$ cat config.mk
export PLATFORM = sky130hd
export DESIGN_NAME = dbg_entry_ctrl
export DESIGN_NICKNAME = d
export VERILOG_FILES = /design/src/rtl/dbg_entry_pkg.sv /design/src/rtl/dbg_link_calc.sv /design/src/rtl/dbg_evt_gate.sv /design/src/rtl/dbg_sds_state.sv /design/src/rtl/dbg_entry_ctrl.sv
export SDC_FILE = /design/constraint.sdc
export NUM_CORES = 1
export LEC_CHECK = 0
export ABC_AREA = 1
export ABC_CLOCK_PERIOD_IN_PS = 1800
export BUFFER_PORTS_ARGS = -buffer_cell sky130_fd_sc_hd__buf_2
export CAP_MARGIN = 5
export CORE_MARGIN = 10
export CORE_UTILIZATION = 47
export DETAILED_ROUTE_END_ITERATION = 8
export GPL_ROUTABILITY_DRIVEN = 0
export HOLD_SLACK_MARGIN = 0.06
export PLACE_DENSITY = 0.81
export SLEW_MARGIN = 20
export SYNTH_ARGS = -nofsm -noshare
export SYNTH_HDL_FRONTEND = slang
export SYNTH_SLANG_ARGS = --single-unit
export TNS_END_PERCENT = 30
$ cat constraint.sdc
create_clock -name clk -period 1.8 [get_ports clk]
set_clock_uncertainty 0.1 [all_clocks]
set_input_delay 0.54 -clock clk [delete_from_list [all_inputs] [get_ports clk]]
set_output_delay 0.54 -clock clk [all_outputs]
set_load 0.05 [all_outputs]
$ cat src/rtl/dbg_entry_pkg.sv
package dbg_entry_pkg;

  typedef enum logic [2:0] {
    CAUSE_RST    = 3'd0,
    CAUSE_IBKPT  = 3'd1,
    CAUSE_DBKPT  = 3'd2,
    CAUSE_SWBKPT = 3'd3,
    CAUSE_EXTBRK = 3'd4,
    CAUSE_VTRAP  = 3'd5,
    CAUSE_TBFULL = 3'd6,
    CAUSE_RSVD   = 3'd7
  } cause_e;

  localparam logic [4:0] DBG_MODE_BITS = 5'b10101;
  localparam logic [7:0] DBG_LOW_BYTE  = {1'b1, 1'b1, 1'b0, DBG_MODE_BITS};

  // cause whose return point is the next instruction
  function automatic logic cause_uses_next(input logic [2:0] c);
    return (c == CAUSE_DBKPT) || (c == CAUSE_EXTBRK) || (c == CAUSE_TBFULL);
  endfunction

  // causes that actually open the debug state
  function automatic logic cause_is_taken(input logic [2:0] c);
    return (c != CAUSE_RST) && (c != CAUSE_RSVD);
  endfunction

endpackage

$ cat src/rtl/dbg_link_calc.sv
module dbg_link_calc
  import dbg_entry_pkg::*;
#(
  parameter int          DW      = 32,
  parameter int          CW      = 3,
  parameter logic [31:0] VEC_LO  = 32'h0000_0000,
  parameter logic [31:0] VEC_HI  = 32'hFFFF_0000,
  parameter int          LINK_OFS = 4
) (
  input  logic [CW-1:0] cause,
  input  logic [DW-1:0] pc_cur,
  input  logic [DW-1:0] pc_next,
  input  logic [DW-1:0] status_in,
  input  logic          vec_high,
  output logic [DW-1:0] link_val,
  output logic [DW-1:0] status_new,
  output logic [DW-1:0] vec_pc,
  output logic          taken
);
  localparam logic [DW-1:0] OFS = DW'(LINK_OFS);

  logic [DW-1:0] base_pc;

  always_comb begin
    base_pc    = cause_uses_next(cause) ? pc_next : pc_cur;
    link_val   = base_pc + OFS;
    status_new = {status_in[DW-1:8], DBG_LOW_BYTE};
    vec_pc     = vec_high ? VEC_HI[DW-1:0] : VEC_LO[DW-1:0];
    taken      = cause_is_taken(cause);
  end

endmodule

$ cat src/rtl/dbg_evt_gate.sv
module dbg_evt_gate #(
  parameter int DW = 32,
  parameter int FIQ_EN_BIT = 6,
  parameter int IRQ_EN_BIT = 7
) (
  input  logic          sds,
  input  logic [DW-1:0] status_in,
  input  logic          fiq_req,
  input  logic          irq_req,
  input  logic          pabort,
  input  logic          dabort,
  output logic          fiq_o,
  output logic          irq_o,
  output logic          pabort_o,
  output logic          dabort_exc,
  output logic          trace_dis,
  output logic          immu_dis,
  output logic          pid_dis,
  output logic          dbgreg_we
);
  logic open_path;

  always_comb begin
    open_path  = ~sds;
    fiq_o      = open_path & fiq_req & ~status_in[FIQ_EN_BIT];
    irq_o      = open_path & irq_req & ~status_in[IRQ_EN_BIT];
    pabort_o   = open_path & pabort;
    dabort_exc = open_path & dabort;
    trace_dis  = sds;
    immu_dis   = sds;
    pid_dis    = sds;
    dbgreg_we  = sds;
  end

endmodule

$ cat src/rtl/dbg_sds_state.sv
module dbg_sds_state #(
  parameter int DW = 32,
  parameter int CW = 3
) (
  input  logic          clk,
  input  logic          rst_n,
  input  logic          evt_valid,
  input  logic          taken,
  input  logic [CW-1:0] cause,
  input  logic [DW-1:0] link_val,
  input  logic [DW-1:0] status_in,
  input  logic [DW-1:0] status_new,
  input  logic [DW-1:0] vec_pc,
  input  logic          restore,
  input  logic          dabort,
  input  logic          sticky_clr,
  output logic          sds,
  output logic          sticky,
  output logic [DW-1:0] link_q,
  output logic [DW-1:0] saved_q,
  output logic [DW-1:0] status_q,
  output logic [DW-1:0] redirect_q,
  output logic          redirect_v,
  output logic [CW-1:0] moe_q
);
  logic take;
  logic sds_nxt;
  logic sticky_nxt;

  always_comb begin
    take    = evt_valid & taken & ~sds;
    sds_nxt = sds;
    if (sds && restore) sds_nxt = 1'b0;
    else if (take)      sds_nxt = 1'b1;

    sticky_nxt = sticky;
    if (sds && dabort)          sticky_nxt = 1'b1;
    else if (sds && sticky_clr) sticky_nxt = 1'b0;
  end

  always_ff @(posedge clk or negedge rst_n) begin
    if (!rst_n) begin
      sds        <= 1'b0;
      sticky     <= 1'b0;
      link_q     <= '0;
      saved_q    <= '0;
      status_q   <= '0;
      redirect_q <= '0;
      redirect_v <= 1'b0;
      moe_q      <= '0;
    end else begin
      sds        <= sds_nxt;
      sticky     <= sticky_nxt;
      redirect_v <= take;
      if (take) begin
        link_q     <= link_val;
        saved_q    <= status_in;
        status_q   <= status_new;
        redirect_q <= vec_pc;
        moe_q      <= cause;
      end
    end
  end

  // a taken event opens the state and records its cause
  a_r5_enter: assert property (@(posedge clk) disable iff (!rst_n)
    evt_valid && taken && !sds |=> sds && (moe_q == $past(cause)));

  // the state holds until a restore
  a_r10_hold: assert property (@(posedge clk) disable iff (!rst_n)
    sds && !restore |=> sds);

  a_r10_exit: assert property (@(posedge clk) disable iff (!rst_n)
    sds && restore |=> !sds);

  // an event inside the state is dropped
  a_r10_reentry: assert property (@(posedge clk) disable iff (!rst_n)
    sds && evt_valid |=> $stable(link_q) && $stable(saved_q) && !redirect_v);

  // redirect pulse is a single cycle
  a_r4_pulse: assert property (@(posedge clk) disable iff (!rst_n)
    redirect_v |=> !redirect_v);

  // aborts inside the state set the sticky flag
  a_r7_sticky_set: assert property (@(posedge clk) disable iff (!rst_n)
    sds && dabort |=> sticky);

  // no clearing from outside the state
  a_r11_no_clear_out: assert property (@(posedge clk) disable iff (!rst_n)
    !sds && sticky |=> sticky);

  // reset and reserved causes never enter
  a_r12_untaken: assert property (@(posedge clk) disable iff (!rst_n)
    !sds && evt_valid && !taken |=> !sds);

endmodule

$ cat src/rtl/dbg_entry_ctrl.sv
module dbg_entry_ctrl
  import dbg_entry_pkg::*;
#(
  parameter int          DW     = 32,
  parameter int          CW     = 3,
  parameter logic [31:0] VEC_LO = 32'h0000_0000,
  parameter logic [31:0] VEC_HI = 32'hFFFF_0000
) (
  input  logic          clk,
  input  logic          rst_n,
  input  logic          evt_valid,
  input  logic [CW-1:0] evt_cause,
  input  logic [DW-1:0] pc_cur,
  input  logic [DW-1:0] pc_next,
  input  logic [DW-1:0] status_in,
  input  logic          vec_high,
  input  logic          dabort,
  input  logic          pabort,
  input  logic          fiq_req,
  input  logic          irq_req,
  input  logic          restore,
  input  logic          sticky_clr,
  output logic [DW-1:0] link_out,
  output logic [DW-1:0] saved_status,
  output logic [DW-1:0] status_out,
  output logic [DW-1:0] redirect_pc,
  output logic          redirect_valid,
  output logic [CW-1:0] moe,
  output logic          sds_active,
  output logic          fiq_out,
  output logic          irq_out,
  output logic          pabort_out,
  output logic          dabort_exc,
  output logic          sticky_abort,
  output logic          trace_dis,
  output logic          immu_dis,
  output logic          pid_dis,
  output logic          dbgreg_we_ok
);
  logic [DW-1:0] link_val;
  logic [DW-1:0] status_new;
  logic [DW-1:0] vec_pc;
  logic          taken;

  dbg_link_calc #(.DW(DW), .CW(CW), .VEC_LO(VEC_LO), .VEC_HI(VEC_HI), .LINK_OFS(4)) u_link (
    .cause     (evt_cause),
    .pc_cur    (pc_cur),
    .pc_next   (pc_next),
    .status_in (status_in),
    .vec_high  (vec_high),
    .link_val  (link_val),
    .status_new(status_new),
    .vec_pc    (vec_pc),
    .taken     (taken)
  );

  dbg_sds_state #(.DW(DW), .CW(CW)) u_state (
    .clk       (clk),
    .rst_n     (rst_n),
    .evt_valid (evt_valid),
    .taken     (taken),
    .cause     (evt_cause),
    .link_val  (link_val),
    .status_in (status_in),
    .status_new(status_new),
    .vec_pc    (vec_pc),
    .restore   (restore),
    .dabort    (dabort),
    .sticky_clr(sticky_clr),
    .sds       (sds_active),
    .sticky    (sticky_abort),
    .link_q    (link_out),
    .saved_q   (saved_status),
    .status_q  (status_out),
    .redirect_q(redirect_pc),
    .redirect_v(redirect_valid),
    .moe_q     (moe)
  );

  dbg_evt_gate #(.DW(DW)) u_gate (
    .sds       (sds_active),
    .status_in (status_in),
    .fiq_req   (fiq_req),
    .irq_req   (irq_req),
    .pabort    (pabort),
    .dabort    (dabort),
    .fiq_o     (fiq_out),
    .irq_o     (irq_out),
    .pabort_o  (pabort_out),
    .dabort_exc(dabort_exc),
    .trace_dis (trace_dis),
    .immu_dis  (immu_dis),
    .pid_dis   (pid_dis),
    .dbgreg_we (dbgreg_we_ok)
  );

  // nothing escapes the gate while in the debug state
  a_r6_masked: assert property (@(posedge clk) disable iff (!rst_n)
    sds_active |-> !fiq_out && !irq_out && !pabort_out && !dabort_exc);

  // permission and disables track the state
  a_r9_disables: assert property (@(posedge clk) disable iff (!rst_n)
    sds_active |-> immu_dis && pid_dis && trace_dis && dbgreg_we_ok);

  // forced status low byte after an entry
  a_r3_status: assert property (@(posedge clk) disable iff (!rst_n)
    redirect_valid |-> status_out[7:0] == 8'hD5);

endmodule

==> impl_results.md <==
* Cell with the most instances on the worst path: sky130_fd_sc_hd__nand2_1
* Kind of end point of the critical path: flip-flop
* Number of violations reported at the end of detailed-routing iteration 0 at 713
* Internal power component at 3.82 mW
* Accumulated negative setup slack at -4.24 ns
* Vias after detailed routing at ~6500
* Number of warnings reported in the yosys synthesis log at 0
* Post-detail-place hpwl at around 14000 um
* Violations in the final reports: negative setup slack
* Crit Path Max Fanout at 7
* Routed wire length at between 20000 and 25000 um
* Kind of path behind the tightest hold check: in -> async
* Register-to-Register Setup Slack at about 0.08 ns
* Category of cells accounting for the largest share of critical-path delay: simple AND/OR/NAND/NOR gates
* Fraction of the cycle the final worst path needs at 123%
* Sequential-to-total area share from yosys stat at a little over a third
* Maximum level of the CTS H-tree at 3
* Layout overhead on the synthesized area at 56.5%
* Number of hold violations in the final report at 0
* Share of total power in the clock network at between 10% and 20%
* Vias in the first global route at ~5700
* Shortest clock period the worst path allows after layout at ~2.2 ns
* Number of detailed-routing iterations run before antenna repair at 8
* Slowest-stage cell, CP: sky130_fd_sc_hd__o21ai_4
* Max-slew violation count at 0
* Number of max-cap violations at 0
* Worst EP required at around 1.9 ns
* Most used cells in the layout excluding fill and tap cells: sky130_fd_sc_hd__nand2_1, sky130_fd_sc_hd__buf_2, sky130_fd_sc_hd__buf_4, sky130_fd_sc_hd__dfrtp_1, sky130_fd_sc_hd__nand2_2
* CP startpoint kind: input port
* Minimum hold slack at ~0.082 ns
* Clock transition at the registers of the reported paths at roughly 0.080 ns
* CTS buffer count at 9
* Post-detailed-route wirelength per cell at ~19 um
* Port Buffer Count at 231
* Initial core utilization at a little under half
* Clk root buf: sky130_fd_sc_hd__clkbuf_8
* Most frequent standard cell in the layout excluding fill and tap cells: sky130_fd_sc_hd__nand2_1
* First-pass GRT wire length at 29400 um
* Final setup fails at 29
* Setup repair after global routing missed its margin: yes
* Nets at about 1200
* Die area at between 0.015 and 0.02 sq mm
* Horiz. Die Dim at ~120 um
* Core Area at between 0.01 and 0.015 sq mm
* Residual DRC at 0
* Flip-flop and latch count after synthesis at 72
* Post-synthesis cell type count at 27
* Antenna violations before repair at 0
* Number of fill cells in the layout at approximately 790
* Die Y at between 100 and 150 um
* Largest net degree at the start of global routing at 73
* Cell area power density at 1040 mW/mm^2
* Remaining global-route overflow at 0
* Clock sink count at 72
* Clock tree from TritonCTS: yes
* Multi-input gate area in the final layout at between 0.003 and 0.004 sq mm
* LEAKAGE at 4.46 nW
* Net switching component of the power at ~4.5 mW
* Average cell area after synthesis at about 6.6 sq um
* Seq pwr share at between 20% and 30%
* Worst-case setup margin in the final layout at -0.405 ns
* Share of post-route cells with drive strength above 1 at about half
* Area taken by flip-flops and latches at between 0.0015 and 0.002 sq mm
* Number of buffer and inverter instances along the worst setup path at 3
* Arr. time, crit path at 2.34 ns
* Fraction of power spent switching nets at between 50% and 60%
* I/O pin count at 251
* Rows at 38
* Highest ir drop seen on vdd at 1.31 mV
* Mapped cell area at around 0.0051 sq mm
* Total power at 8.36 mW
* Crit-path cells: buf_8 > o21ai_4 > buf_12 > clkbuf_16 > nand2_1 > nand2_2 > nand2_1 > nor2_1 > nand2_1 > nor2_4 > nand2_1 > nand2_1 > nand2_1 > nand2_1 > nand2_1
* Gate power share at between 50% and 60%
* Clock buffer depth at 2
* Total inserted antenna cells at 0
* Upper clock frequency limit at 0.453 GHz
* Outcome: finished with violations
* Routed via count divided by cell count at ~5.4
* Total GRT Usage at 22.8%
* Number of nets with antenna violations after detailed routing at 0
* Critical setup path kind: in -> reg
* Count of mapped cells out of synthesis at 780
* Delay contributed by the slowest stage of the critical path at about 0.23 ns
* Skew-Pair Late Insertion Delay at 0.35 ns
-- kinds of logic after synthesis --
group	after synthesis	synth area share, %
AO/OA/AOI/OAI	35	3.78
XOR/XNOR	1	0.171
adder cells (fa/ha/maj)	1	0.244
buffers and inverters	144	17.2
flip-flops	72	35.2
other	1	0.0732
AND/OR/NAND/NOR	526	43.4
-- cell usage after synthesis (all sizes together) --
library cell | count | share of area (%)
ha | 1 | 0.24
buf | 97 | 14
nand3b | 20 | 3.0
nand4 | 5 | 0.61
conb | 1 | 0.073
a31oi | 10 | 1.2
inv | 47 | 3.4
o21ai | 24 | 2.4
dfrtp | 72 | 35
xor2 | 1 | 0.17
o21bai | 1 | 0.15
nand3 | 49 | 5.1
nand2 | 368 | 27
or2 | 2 | 0.24
nor2 | 82 | 7.0
-- through the flow --
step	cells	util (%)	area, sq um	worst slack [ns]
3_5_place_dp	1160	62.0	6670	-0.598
2_1_floorplan	798	-	5270	-0.213
5_1_grt	1203	74.6	8020	-0.510
4_1_cts	1184	67.7	7270	-0.0749
6_report	1203	74.6	8020	-0.405
3_3_place_gp	1160	62.0	6670	-0.557
-- routing by layer --
layer  up-vias  GRT usage, %  part of all wire (%)
met2       498          38.0                    47
met5         -             0                     0
met3       172          5.53                    11
li1       2893             -                     -
met4         0          10.3                   7.0
met1      2906          27.1                    35
-- state kept, by name (all words and copies together), names as in the netlist --
signal,cells
u_state.status_q,2
u_state.link_q,32
u_state.sds,1
u_state.moe_q,3
u_state.saved_q,31
u_state.redirect_q,1
u_state.sticky,1
u_state.redirect_v,1
-- timing repair --
| action | in CTS | in global routing |
|---|---|---|
| gates cloned | 2 | 7 |
| buffers inserted | 6 | 14 |
| pin swaps | 22 | 73 |
| hold buffers | 0 | 0 |
| resized for setup | 107 | 147 |
| endpoints found under the setup margin | 51 | 72 |
-- power by group through the flow --
stage,Combinational [mW],Sequential (mW),Clock (mW)
3_3_place_gp,4.44,2.25,0
2_1_floorplan,2.07,3.66,0
6_report,4.94,2.26,1.17
5_1_grt,5.15,2.31,1.26
4_1_cts,4.61,2.25,1.18
3_5_place_dp,4.46,2.28,0
-- area by class of cell --
cell class / instances / area share (%)
clock buffer: 14 / 2.03
tap: 140 / 2.18
clock inverter: 2 / 0.172
sequential: 72 / 22.5
inverter: 47 / 2.45
multi-input combinational: 582 / 40.6
timing repair buffer: 346 / 30.1
-- path summary, 6_finish.rpt --
| kind | end | cells after the start | startpoint |
|---|---|---|---|
| max | u_state.link_q[28]$_DFFE_PN0P_ | 15 | evt_cause[1] |
| max in group asynchronous | u_state.redirect_q[30]$_DFFE_PN0P_ | 2 | rst_n |
| min reg2reg | u_state.saved_q[5]$_DFFE_PN0P_ | 2 | u_state.saved_q[5]$_DFFE_PN0P_ |
| min | u_state.link_q[6]$_DFFE_PN0P_ | 2 | rst_n |
| min in group clk | u_state.sds$_DFFE_PN0P_ | 2 | restore |
| max reg2reg | u_state.moe_q[1]$_DFFE_PN0P_ | 8 | u_state.sds$_DFFE_PN0P_ |
No activity file was read; power rests on OpenSTA's default activity.
